## src/rtl/tw_regs_pkg.sv

```systemverilog
package tw_regs_pkg;

    localparam int NREG = 11;

    typedef enum logic [2:0] {
        ST_IDLE,
        ST_DEV,
        ST_PTR,
        ST_WR,
        ST_RD
    } tw_state_e;

    // Address of stored register k (ascending order defines image layout).
    function automatic logic [7:0] reg_addr(input int k);
        case (k)
            0:       return 8'h09;
            1:       return 8'h0C;
            2:       return 8'h12;
            3:       return 8'h13;
            4:       return 8'h40;
            5:       return 8'h41;
            6:       return 8'h42;
            7:       return 8'h44;
            8:       return 8'h45;
            9:       return 8'h46;
            default: return 8'h47;
        endcase
    endfunction

    // Bits the master may change in register k.
    function automatic logic [7:0] keep_mask(input int k);
        case (k)
            0:       return 8'h3F;
            2:       return 8'h18;
            4:       return 8'h1F;
            9:       return 8'hC0;
            default: return 8'hFF;
        endcase
    endfunction

    // Value of the non-writable bits of register k after a write.
    function automatic logic [7:0] force_val(input int k);
        case (k)
            2:       return 8'h20;
            4:       return 8'hC0;
            9:       return 8'h3F;
            default: return 8'h00;
        endcase
    endfunction

endpackage

```

## src/rtl/tw_line_sync.sv

```systemverilog
module tw_line_sync #(
    parameter int STAGES = 2
) (
    input  logic clk,
    input  logic rst_n,
    input  logic line_i,
    output logic level_o,
    output logic rise_o,
    output logic fall_o
);
    typedef struct packed {
        logic [STAGES-1:0] chain;
        logic              prev;
    } sync_t;

    sync_t s_d, s_q;

    always_comb begin
        s_d       = s_q;
        s_d.chain = {s_q.chain[STAGES-2:0], line_i};
        s_d.prev  = s_q.chain[STAGES-1];
    end

    always_ff @(posedge clk or negedge rst_n) begin
        if (!rst_n) begin
            s_q <= '1;           // idle bus lines are high
        end else begin
            s_q <= s_d;
        end
    end

    assign level_o = s_q.chain[STAGES-1];
    assign rise_o  = s_q.chain[STAGES-1] & ~s_q.prev;
    assign fall_o  = ~s_q.chain[STAGES-1] & s_q.prev;

endmodule

```

## src/rtl/tw_regfile.sv

```systemverilog
module tw_regfile
    import tw_regs_pkg::*;
(
    input  logic            clk,
    input  logic            rst_n,
    input  logic            wr_en,
    input  logic [7:0]      wr_addr,
    input  logic [7:0]      wr_data,
    input  logic [7:0]      rd_addr,
    output logic [7:0]      rd_data,
    output logic [NREG*8-1:0] image_o,
    output logic            resv_wr_o
);
    typedef struct packed {
        logic [NREG-1:0][7:0] data;
        logic                 resv;
    } rf_t;

    rf_t r_d, r_q;
    logic wr_hit;

    always_comb begin
        r_d    = r_q;
        wr_hit = 1'b0;
        for (int k = 0; k < NREG; k++) begin
            if (wr_addr == reg_addr(k)) begin
                wr_hit = 1'b1;
                if (wr_en) begin
                    r_d.data[k] = (wr_data & keep_mask(k)) | (force_val(k) & ~keep_mask(k));
                end
            end
        end
        if (wr_en && !wr_hit) begin
            r_d.resv = 1'b1;
        end
    end

    always_ff @(posedge clk or negedge rst_n) begin
        if (!rst_n) begin
            r_q <= '0;
        end else begin
            r_q <= r_d;
        end
    end

    always_comb begin
        rd_data = 8'h00;
        for (int k = 0; k < NREG; k++) begin
            if (rd_addr == reg_addr(k)) begin
                rd_data = rd_data | r_q.data[k];
            end
        end
    end

    assign image_o   = r_q.data;
    assign resv_wr_o = r_q.resv;

    // a write to an unimplemented address leaves all storage untouched
    assert_resv_wr_no_effect_R7: assert property (@(posedge clk) disable iff (!rst_n)
        (wr_en && !wr_hit) |=> $stable(image_o));

    // the reserved-write flag never clears once set
    assert_resv_flag_sticky_R7: assert property (@(posedge clk) disable iff (!rst_n)
        resv_wr_o |=> resv_wr_o);

    for (genvar g = 0; g < NREG; g++) begin : g_fixed
        localparam logic [7:0] ADDR = reg_addr(g);
        localparam logic [7:0] KEEP = keep_mask(g);
        localparam logic [7:0] FRC  = force_val(g);
        // after a write the non-writable bits hold the fixed pattern
        assert_fixed_bits_R8: assert property (@(posedge clk) disable iff (!rst_n)
            (wr_en && wr_addr == ADDR) |=> ((image_o[g*8 +: 8] & ~KEEP) == (FRC & ~KEEP)));
    end

endmodule

```

## src/rtl/tw_proto.sv

```systemverilog
module tw_proto
    import tw_regs_pkg::*;
#(
    parameter logic [6:0] DEV_ADDR = 7'h69
) (
    input  logic       clk,
    input  logic       rst_n,
    input  logic       scl_lvl,
    input  logic       scl_rise,
    input  logic       scl_fall,
    input  logic       sda_lvl,
    input  logic       sda_rise,
    input  logic       sda_fall,
    input  logic [7:0] rd_data,
    output logic [7:0] ptr_o,
    output logic       wr_en,
    output logic [7:0] wr_data,
    output logic       sda_pull_o
);
    localparam logic [3:0] BITS    = 4'd8;
    localparam logic [3:0] ACK_CNT = BITS + 4'd1;

    typedef struct packed {
        tw_state_e  st;
        logic [3:0] cnt;
        logic [7:0] sh;
        logic [7:0] ptr;
        logic       rw;
        logic       oe;
        logic       nack;
    } proto_t;

    proto_t p_d, p_q;
    logic start_ev, stop_ev;

    assign start_ev = scl_lvl & sda_fall;
    assign stop_ev  = scl_lvl & sda_rise;

    always_comb begin
        p_d   = p_q;
        wr_en = 1'b0;
        if (start_ev) begin
            p_d.st  = ST_DEV;
            p_d.cnt = '0;
            p_d.oe  = 1'b0;
        end else if (stop_ev) begin
            p_d.st  = ST_IDLE;
            p_d.cnt = '0;
            p_d.oe  = 1'b0;
        end else begin
            case (p_q.st)
                ST_DEV, ST_PTR, ST_WR: begin
                    if (scl_rise && p_q.cnt < BITS) begin
                        p_d.sh  = {p_q.sh[6:0], sda_lvl};
                        p_d.cnt = p_q.cnt + 4'd1;
                    end else if (scl_fall && p_q.cnt == BITS) begin
                        p_d.cnt = ACK_CNT;
                        case (p_q.st)
                            ST_DEV: begin
                                if (p_q.sh[7:1] == DEV_ADDR) begin
                                    p_d.oe = 1'b1;
                                    p_d.rw = p_q.sh[0];
                                end else begin
                                    p_d.st  = ST_IDLE;
                                    p_d.cnt = '0;
                                end
                            end
                            ST_PTR: begin
                                p_d.ptr = p_q.sh;
                                p_d.oe  = 1'b1;
                            end
                            default: begin
                                wr_en   = 1'b1;
                                p_d.ptr = p_q.ptr + 8'd1;
                                p_d.oe  = 1'b1;
                            end
                        endcase
                    end else if (scl_fall && p_q.cnt == ACK_CNT) begin
                        p_d.oe  = 1'b0;
                        p_d.cnt = '0;
                        if (p_q.st == ST_DEV) begin
                            if (p_q.rw) begin
                                p_d.st  = ST_RD;
                                p_d.sh  = rd_data;
                                p_d.ptr = p_q.ptr + 8'd1;
                                p_d.oe  = ~rd_data[7];
                            end else begin
                                p_d.st = ST_PTR;
                            end
                        end else begin
                            p_d.st = ST_WR;
                        end
                    end
                end
                ST_RD: begin
                    if (scl_rise && p_q.cnt < BITS) begin
                        p_d.cnt = p_q.cnt + 4'd1;
                    end else if (scl_rise && p_q.cnt == ACK_CNT) begin
                        p_d.nack = sda_lvl;
                    end else if (scl_fall && p_q.cnt != 4'd0 && p_q.cnt < BITS) begin
                        p_d.sh = {p_q.sh[6:0], 1'b0};
                        p_d.oe = ~p_q.sh[6];
                    end else if (scl_fall && p_q.cnt == BITS) begin
                        p_d.oe  = 1'b0;
                        p_d.cnt = ACK_CNT;
                    end else if (scl_fall && p_q.cnt == ACK_CNT) begin
                        p_d.cnt = '0;
                        if (p_q.nack) begin
                            p_d.st = ST_IDLE;
                        end else begin
                            p_d.sh  = rd_data;
                            p_d.ptr = p_q.ptr + 8'd1;
                            p_d.oe  = ~rd_data[7];
                        end
                    end
                end
                default: ;
            endcase
        end
    end

    always_ff @(posedge clk or negedge rst_n) begin
        if (!rst_n) begin
            p_q <= '{st: ST_IDLE, cnt: '0, sh: '0, ptr: '0, rw: 1'b0, oe: 1'b0, nack: 1'b0};
        end else begin
            p_q <= p_d;
        end
    end

    assign ptr_o      = p_q.ptr;
    assign wr_data    = p_q.sh;
    assign sda_pull_o = p_q.oe;

    // the slave only starts pulling SDA while SCL is low
    assert_pull_scl_low_R4: assert property (@(posedge clk) disable iff (!rst_n)
        $rose(sda_pull_o) |-> !scl_lvl);

    // a stop releases SDA and returns to idle
    assert_stop_idle_R2: assert property (@(posedge clk) disable iff (!rst_n)
        (stop_ev && !start_ev) |=> (!sda_pull_o && p_q.st == ST_IDLE));

    // a start always begins address reception
    assert_start_dev_R3: assert property (@(posedge clk) disable iff (!rst_n)
        start_ev |=> (p_q.st == ST_DEV && p_q.cnt == 4'd0));

    // each stored byte advances the pointer by one (mod 256)
    assert_ptr_step_R5: assert property (@(posedge clk) disable iff (!rst_n)
        wr_en |=> (ptr_o == $past(ptr_o) + 8'd1));

endmodule

```

## src/rtl/tw_cfg_slave.sv

```systemverilog
module tw_cfg_slave
    import tw_regs_pkg::*;
#(
    parameter logic [6:0] DEV_ADDR    = 7'h69,
    parameter int         SYNC_STAGES = 2
) (
    input  logic               clk,
    input  logic               rst_n,
    input  logic               scl_i,
    input  logic               sda_i,
    output logic               sda_pull_o,
    output logic [NREG*8-1:0]  cfg_image_o,
    output logic               resv_wr_o
);
    localparam int NLINES = 2;

    logic [NLINES-1:0] line_in, line_lvl, line_rise, line_fall;
    logic [7:0] ptr, wdata, rdata;
    logic       wr_en;

    assign line_in = {sda_i, scl_i};

    for (genvar g = 0; g < NLINES; g++) begin : g_sync
        tw_line_sync #(.STAGES(SYNC_STAGES)) u_sync (
            .clk    (clk),
            .rst_n  (rst_n),
            .line_i (line_in[g]),
            .level_o(line_lvl[g]),
            .rise_o (line_rise[g]),
            .fall_o (line_fall[g])
        );
    end

    tw_proto #(.DEV_ADDR(DEV_ADDR)) u_proto (
        .clk       (clk),
        .rst_n     (rst_n),
        .scl_lvl   (line_lvl[0]),
        .scl_rise  (line_rise[0]),
        .scl_fall  (line_fall[0]),
        .sda_lvl   (line_lvl[1]),
        .sda_rise  (line_rise[1]),
        .sda_fall  (line_fall[1]),
        .rd_data   (rdata),
        .ptr_o     (ptr),
        .wr_en     (wr_en),
        .wr_data   (wdata),
        .sda_pull_o(sda_pull_o)
    );

    tw_regfile u_rf (
        .clk      (clk),
        .rst_n    (rst_n),
        .wr_en    (wr_en),
        .wr_addr  (ptr),
        .wr_data  (wdata),
        .rd_addr  (ptr),
        .rd_data  (rdata),
        .image_o  (cfg_image_o),
        .resv_wr_o(resv_wr_o)
    );

endmodule

```

## config.mk

```make
export PLATFORM = sky130hd
export DESIGN_NAME = tw_cfg_slave
export DESIGN_NICKNAME = d
export VERILOG_FILES = /design/src/rtl/tw_regs_pkg.sv /design/src/rtl/tw_line_sync.sv /design/src/rtl/tw_regfile.sv /design/src/rtl/tw_proto.sv /design/src/rtl/tw_cfg_slave.sv
export SDC_FILE = /design/constraint.sdc
export NUM_CORES = 1
export LEC_CHECK = 0
export BUFFER_PORTS_ARGS = -buffer_cell sky130_fd_sc_hd__buf_2
export CAP_MARGIN = 10
export CORE_UTILIZATION = 32
export DETAILED_ROUTE_END_ITERATION = 12
export PLACE_DENSITY_LB_ADDON = 0.25
export SKIP_LAST_GASP = 1
export SLEW_MARGIN = 20
export SYNTH_ARGS = -nofsm -noshare
export SYNTH_HDL_FRONTEND = slang
export SYNTH_SLANG_ARGS = --single-unit
```

## constraint.sdc

```tcl
create_clock -name clk -period 2.5 [get_ports clk]
set_input_delay 0.25 -clock clk [delete_from_list [all_inputs] [get_ports clk]]
set_output_delay 0.25 -clock clk [all_outputs]
set_load 0.02 [all_outputs]
```

==> results of run 1 <==
layout make-up:
cell class	instances	area, µm²	area share, %
clock buffers	11	253	3.74
clock inverters	5	66.3	0.981
inverters	15	56.3	0.833
multi-input cells	361	2630	38.8
flip-flops and latches	107	2690	39.7
well taps	220	275	4.07
repair buffers	130	798	11.8
through the flow:
step	cell area, µm²	power [mW]
after CTS	6760	5.27
after floorplan	5610	3.01
after detailed placement	6410	3.72
after global placement	6410	3.71
final	6760	5.24
after global routing	6760	5.53
critical path: stages (launching register included):
cell and delay [ns]:
dfstp_2 0.58, nand4bb_1 0.20, nor2_4 0.18, nand4b_4 0.21
nor2_1 0.29, nand2_1 0.37, mux2_2 0.41
sequential cells by signal (all words and copies together), names as in the netlist:
signal and count:
u_proto.sda_pull_o 1, g_sync.u_sync.s_q 2, u_rf.image_o 74, u_proto.wr_data 8
u_proto.p_q 9, g_sync.u_sync.level_o 2, g_sync.u_sync.s_d 2, u_proto.ptr_o 8
u_rf.resv_wr_o 1
layer usage:
layer | up-vias | part of all wire (%) | GRT usage [%]
met3 | 25 | 6.2 | 4.54
li1 | 2131 | - | -
met2 | 167 | 45 | 29.2
met5 | - | 0 | 0
met1 | 2358 | 47 | 27.7
met4 | 0 | 1.5 | 5.62
worst paths after layout:
| path | from | endpoint | slack, ns |
|---|---|---|---|
| max | g_sync[0].u_sync.s_q[0]$_DFF_PN1_ | u_rf.image_o[83]$_DFFE_PN0P_ | 0.13 |
| min | g_sync[0].u_sync.s_d[2]$_DFF_PN1_ | g_sync[0].u_sync.level_o$_DFF_PN1_ | 0.35 |
| max reg2reg | g_sync[0].u_sync.s_q[0]$_DFF_PN1_ | u_rf.image_o[83]$_DFFE_PN0P_ | 0.13 |
| min reg2reg | g_sync[0].u_sync.s_d[2]$_DFF_PN1_ | g_sync[0].u_sync.level_o$_DFF_PN1_ | 0.35 |
| max in group asynchronous | rst_n | u_rf.image_o[79]$_DFFE_PN0P_ | 1.35 |
| min in group asynchronous | rst_n | u_proto.p_q[22]$_DFFE_PN0P_ | 0.44 |
power by group:
group          total, mW  internal [mW]  switching, mW  leakage [nW]
clock               1.52          0.845          0.679         0.154
sequential          2.04           1.87          0.166          1.45
combinational       1.68          0.574           1.11          1.65
total               5.24           3.29           1.95          3.26
cells in the final DEF, fill, tap and decap left out, drive strengths merged, types with 6 or more instances in the layout:
master,count
o31ai,7
a211oi,7
a222oi,9
a32oi,8
mux2,74
nand2b,7
conb,8
nand3,11
nor2,31
a22oi,7
a21oi,22
clkbuf,11
o21ai,36
inv,17
nand2,44
buf,127
nor4,6
dfrtp,101
nor3,7
ha,7
nor2b,6
dfstp,6
cell families after synthesis:
| group | synth area share (%) |
|---|---|
| flip-flops | 48.1 |
| buffers and inverters | 5.42 |
| XOR/XNOR | 0.471 |
| other | 0.0672 |
| AO/OA/AOI/OAI | 16.2 |
| adder cells (fa/ha/maj) | 1.57 |
| AND/OR/NAND/NOR | 13.1 |
| multiplexers | 15.1 |
timing repair:
action | 4_1_cts | 5_1_grt
resized for setup | 0 | 2
buffers inserted | 0 | 0
endpoints found under the setup margin | 0 | 2
hold endpoints to repair | 36 | 0
hold buffers | 3 | 0
==> summary.md, run 1 <==
| Metric | Value |
|---|---|
| Worst Setup Path Type | reg -> reg |
| IO Pins | between 90 and 100 |
| Fin Setup TNS | 0 ns |
| Final net count | 635 |
| Routability cong. | roughly 0.84 |
| Drt pass-1 iters | 5 |
| Synth-to-Final Area Change | 21.1% |
| Crit path required time | 2.74 ns |
| Iter 0 DRT Violations | approximately 350 |
| Fill count | ~1,700 |
| Antenna violations before repair | 0 |
| Die X | roughly 130 µm |
| FF+latch count, synth | about 110 |
| Final ANT Viol Nets | 0 |
| CTS tree | yes |
| Critical Path Source Type | flop |
| CP endpoint kind | flop |
| Clock-pin slew reported for the worst setup and hold paths after clock tree synthesis | 0.07 ns |
| Final hold vios | 0 |
| Min Tclk post-route | roughly 2.4 ns |
| Post-synth top area cell | dfrtp_1 |
| Post-Place Setup Slack | ~0.16 ns |
| Largest net degree at the start of global routing | 46 |
| Max-slew violation count | 0 |
| Area share of the largest cell type after synthesis | approximately 45% |
| Buffers added on ports | 85 |
| Die H | between 100 and 150 µm |
| WHS | about 0.35 ns |
| RSZ-0062 raised after global routing | no |
| Outcome | completed |
| Share of cells above drive strength 1 | between 30% and 40% |
| Post-synthesis cell count | around 520 |
| Register area share after synthesis | a little under 50% |
| Htree depth | 3 |
| Clock sinks | 107 |
| Via/cell ratio | about 5.5 |
| Post-route DRC | 0 |
| Final Util | between 40% and 50% |
| Via Count | 4,681 |
| Global-route wire length before repair | 26.8 mm |
| Fmax | between 0.4 and 0.5 GHz |
| Routed WL | ~17 mm |
| Final WS setup | between 0.1 and 0.15 ns |
| Top cells by area, synth | dfrtp_1, mux2_2, mux2_1, dfstp_2, nand2_1 |
| Final setup fails | 0 |
| Maximum vdd drop | a little under 0.4 mV |
| Total grt overflow | 0 |
| Final Cycle Share | 94.7% |
| Placed Cells incl. Taps | 830 |
| Worst-margin pin slew | slightly below 0.7 ns |
| Cell row count | 47 |
| Core area | roughly 17,000 µm² |
| Post-synth EDFFs | 0 |
| Die area | around 18,000 µm² |
| Most instantiated library cell after synthesis | dfrtp_1 |
| Critical path fanouts, max | 8 |
| Global Route Usage Sum | about a fifth |
| Post-DP HPWL | 11.8 mm |
| N_diodes | 0 |
| Min-Delay Path Depth | 0 |
| Post-route clock skew | 0.0120 ns |
| Clk root buf | clkbuf_16 |
| Starting Density | roughly 33% |
| Inserted Clock Buffers | 9 |
| Top_reg_cell synth | dfrtp_1 |
| Vias in the first global route | ~4,700 |
| Max_cap viols | 0 |
| Pwr dens | approximately 780 nW/µm² |
| Clk buf depth | 2 |
| Distinct cells, synth | 68 |
| Fin cells | around 850 |
| Clock latency on the worst-skew pair | around 0.36 ns |
| Worst Reg2Reg Path Length in Cells | 6 |
| Mapped Area | 5580 µm² |
| Ys async rst share | 100% |
| Routed wire per std cell | slightly below 20 µm |
| Commonest cells in the synthesized netlist | dfrtp_1, mux2_2, nand2_1, o21ai_0, nor2_1 |
| HP Class | reg -> reg |
| Crit path DAT | ~2.6 ns |
| Slew HR | 53.5% |
| Mapped Avg Cell Area | 10.7 µm² |
| Synth warn | 0 |
| Lkg Pwr | between 3 and 4 nW |
Power figures use the tool's default switching activity.
==> run 2, diff against run 1 <==
--- a/config.mk
+++ b/config.mk
@@ -9,7 +9,9 @@
 export CAP_MARGIN = 10
 export CORE_UTILIZATION = 32
 export DETAILED_ROUTE_END_ITERATION = 12
+export GPL_TIMING_DRIVEN = 0
 export PLACE_DENSITY_LB_ADDON = 0.25
+export REMOVE_ABC_BUFFERS = 1
 export SKIP_LAST_GASP = 1
 export SLEW_MARGIN = 20
 export SYNTH_ARGS = -nofsm -noshare
==> run 2 against run 1 <==
- first-iteration DRC count is 3.7% lower
- via count shrank 2.1%
- routed wire length decreased by 4.1%
- global-route usage is 1.6 points lower
- flip-flop and latch count stayed put
- worst hold slack improved by 0.0068 ns
- critical endpoint is now u_rf.image_o[43]$_DFFE_PN0P_
==> summary.md, run 2 (same netlist as run 1, synthesis figures left out) <==
| Metric | Value |
|---|---|
| Worst Setup Path Type | reg -> reg |
| Fmax | 0.416 GHz (-1.4%) |
| Cell-internal power | 3.13 mW (-4.8%) |
| RSZ-0062 raised after global routing | yes |
| Total grt overflow | 0 (unchanged) |
| Clk root buf | clkbuf_16 |
| Final Util | 40.0% (-0.22 points) |
| Fin cells | 825 (-2.8%) |
| N_diodes | 0 (unchanged) |
| Max-slew violation count | 0 (unchanged) |
| Clock-pin slew reported for the worst setup and hold paths after clock tree synthesis | 0.08 ns (about the same) |
| IO Pins | 94 (unchanged) |
| Drt pass-1 iters | 5 (unchanged) |
| Placed Cells incl. Taps | 792 (-4.6%) |
| Crit path required time | 2.74 ns (about the same) |
| Logic pwr share | 24.3% (-7.7 points) |
| Via/cell ratio | 5.55 (+0.73%) |
| Largest net degree at the start of global routing | 67 (+46%) |
| Die area | 18,000 µm² (unchanged) |
| Post-Layout Inst Area | 6720 µm² (-0.54%) |
| Routability cong. | 0.815 (-3.4%) |
| Lkg Pwr | 3.19 nW (-2.4%) |
| CTS tree | yes |
| Worst-margin pin slew | 0.613 ns (-0.0763 ns) |
| Vias in the first global route | 4,170 (-11%) |
| Most frequent cells in the layout | dfrtp_1, buf_2, mux2_2 |
| CP endpoint kind | flop |
| Switching share of power | 39.2% (+2.0 points) |
| Antenna violations before repair | 0 (unchanged) |
| Die X | 134 µm (unchanged) |
| Most common cell after layout, fill and taps aside | dfrtp_1 |
| Final net count | 611 (-3.8%) |
| Number of flip-flops in the largest register | 74 (unchanged) |
| Net Sw Power | 2.02 mW (+3.6%) |
| Crit path DAT | 2.65 ns (+0.04 ns) |
| Sequential power share | 46.6% (+7.7 points) |
| Min Tclk post-route | 2.40 ns (+0.0346 ns) |
| Post-route clock skew | 0.0132 ns (+0.00125 ns) |
| Final setup fails | 0 (unchanged) |
| Global Route Usage Sum | 17.8% (-1.6 points) |
| Synth-to-Final Area Change | 20.4% |
| Critical path fanouts, max | 9 (+1) |
| Fin Setup TNS | 0 ns (unchanged) |
| Total Power | 5.16 mW (-1.7%) |
| Post-Place Setup Slack | -0.690 ns (-0.849 ns) |
| Iter 0 DRT Violations | 335 (-3.7%) |
| Max_cap viols | 0 (unchanged) |
| Clock latency on the worst-skew pair | 0.36 ns (about the same) |
| Clock sinks | 107 (unchanged) |
| Clock power share | 29.1% (about the same) |
| Final ANT Viol Nets | 0 (unchanged) |
| Fill count | 1,672 (-1.0%) |
| Via Count | 4,582 (-2.1%) |
| Pwr dens | 767 nW/µm² (-1.1%) |
| Die H | 134 µm (unchanged) |
| Maximum vdd drop | 0.438 mV (+10%) |
| Final Cycle Share | 96.1% (+1.4 points) |
| Slew HR | 58.8% (+5.2 points) |
| Post-Place Cell Area | 6130 µm² (-4.3%) |
| Global-route wire length before repair | 24.4 mm (-8.8%) |
| Htree depth | 3 (unchanged) |
| Inserted Clock Buffers | 9 (unchanged) |
| Outcome | completed |
| Final WS setup | 0.0986 ns (-0.0346 ns) |
| Critical Path Source Type | flop |
| Post-DP HPWL | 10.5 mm (-11%) |
| Share of cells above drive strength 1 | 36.2% (+0.90 points) |
| Post-route DRC | 0 (unchanged) |
| Buffers added on ports | 85 (unchanged) |
| Routed WL | 15.9 mm (-4.1%) |
| Cell row count | 47 (unchanged) |
| Starting Density | 33.2% (unchanged) |
| Final hold vios | 0 (unchanged) |
| WHS | 0.356 ns (+0.00681 ns) |
| Routed wire per std cell | 19.2 µm (-1.3%) |
| Core area | 16,800 µm² (unchanged) |
| Clk buf depth | 2 (unchanged) |
| HP Class | reg -> reg |
-- run 2: what timing repair did --
| action | 4_1_cts | 5_1_grt |
|---|---|---|
| buffers inserted | 2 | 12 |
| pin swaps | 1 | 7 |
| endpoints found under the hold margin | 43 | 0 |
| setup endpoints to repair | 63 | 82 |
| hold buffers | 3 | 0 |
| resized for setup | 20 | 11 |
-- run 2: critical path, cell delays in order (launching register included) --
cell	delay, ns
dfrtp_1	0.43
inv_1	0.10
ha_2	0.27
inv_1	0.10
nor2_4	0.24
nand4b_4	0.26
nor3_4	0.29
nand2_2	0.21
mux2_1	0.36
-- run 2: path summary, 6_finish.rpt --
path                                                        start                                 end  slack (ns)  cells past startpoint
worst min-delay path            g_sync[1].u_sync.s_d[2]$_DFF_PN1_  g_sync[1].u_sync.level_o$_DFF_PN1_        0.36                      0
worst max register to register        u_proto.p_q[19]$_DFFE_PN0P_        u_rf.image_o[43]$_DFFE_PN0P_         0.1                      8
min in group asynchronous                                   rst_n        u_rf.image_o[59]$_DFFE_PN0P_        0.38                      2
worst min register to register  g_sync[1].u_sync.s_d[2]$_DFF_PN1_  g_sync[1].u_sync.level_o$_DFF_PN1_        0.36                      0
worst max-delay path                  u_proto.p_q[19]$_DFFE_PN0P_        u_rf.image_o[43]$_DFFE_PN0P_         0.1                      8
max in group asynchronous                                   rst_n   g_sync[1].u_sync.s_q[0]$_DFF_PN1_        1.40                      3
-- run 2: metal layers --
metal	up-vias	global-route usage, %	wire (µm)
li1	2073	-	-
met1	2291	23.6	6990
met2	194	29.6	7510
met3	24	3.17	1040
met4	0	5.24	308
met5	-	0	0
-- run 2: power by group through the flow --
stage	sequential, mW	combinational (mW)	clock (mW)
floorplan	2.19	0.722	0
global placement	2.38	1.04	0
detailed placement	2.40	1.07	0
CTS	2.39	1.16	1.54
global route	2.44	1.37	1.60
finish	2.40	1.25	1.50
-- run 2: area by class of cell --
| type | count | area (µm²) | area share [%] |
|---|---|---|---|
| Timing Repair Buffer | 106 | 618 | 9.19 |
| Clock inverter | 6 | 78.8 | 1.17 |
| Inverter | 15 | 56.3 | 0.838 |
| Multi-Input combinational cell | 361 | 2770 | 41.2 |
| Tap cell | 220 | 275 | 4.09 |
| Clock buffer | 10 | 229 | 3.41 |
| Sequential cell | 107 | 2690 | 40.1 |
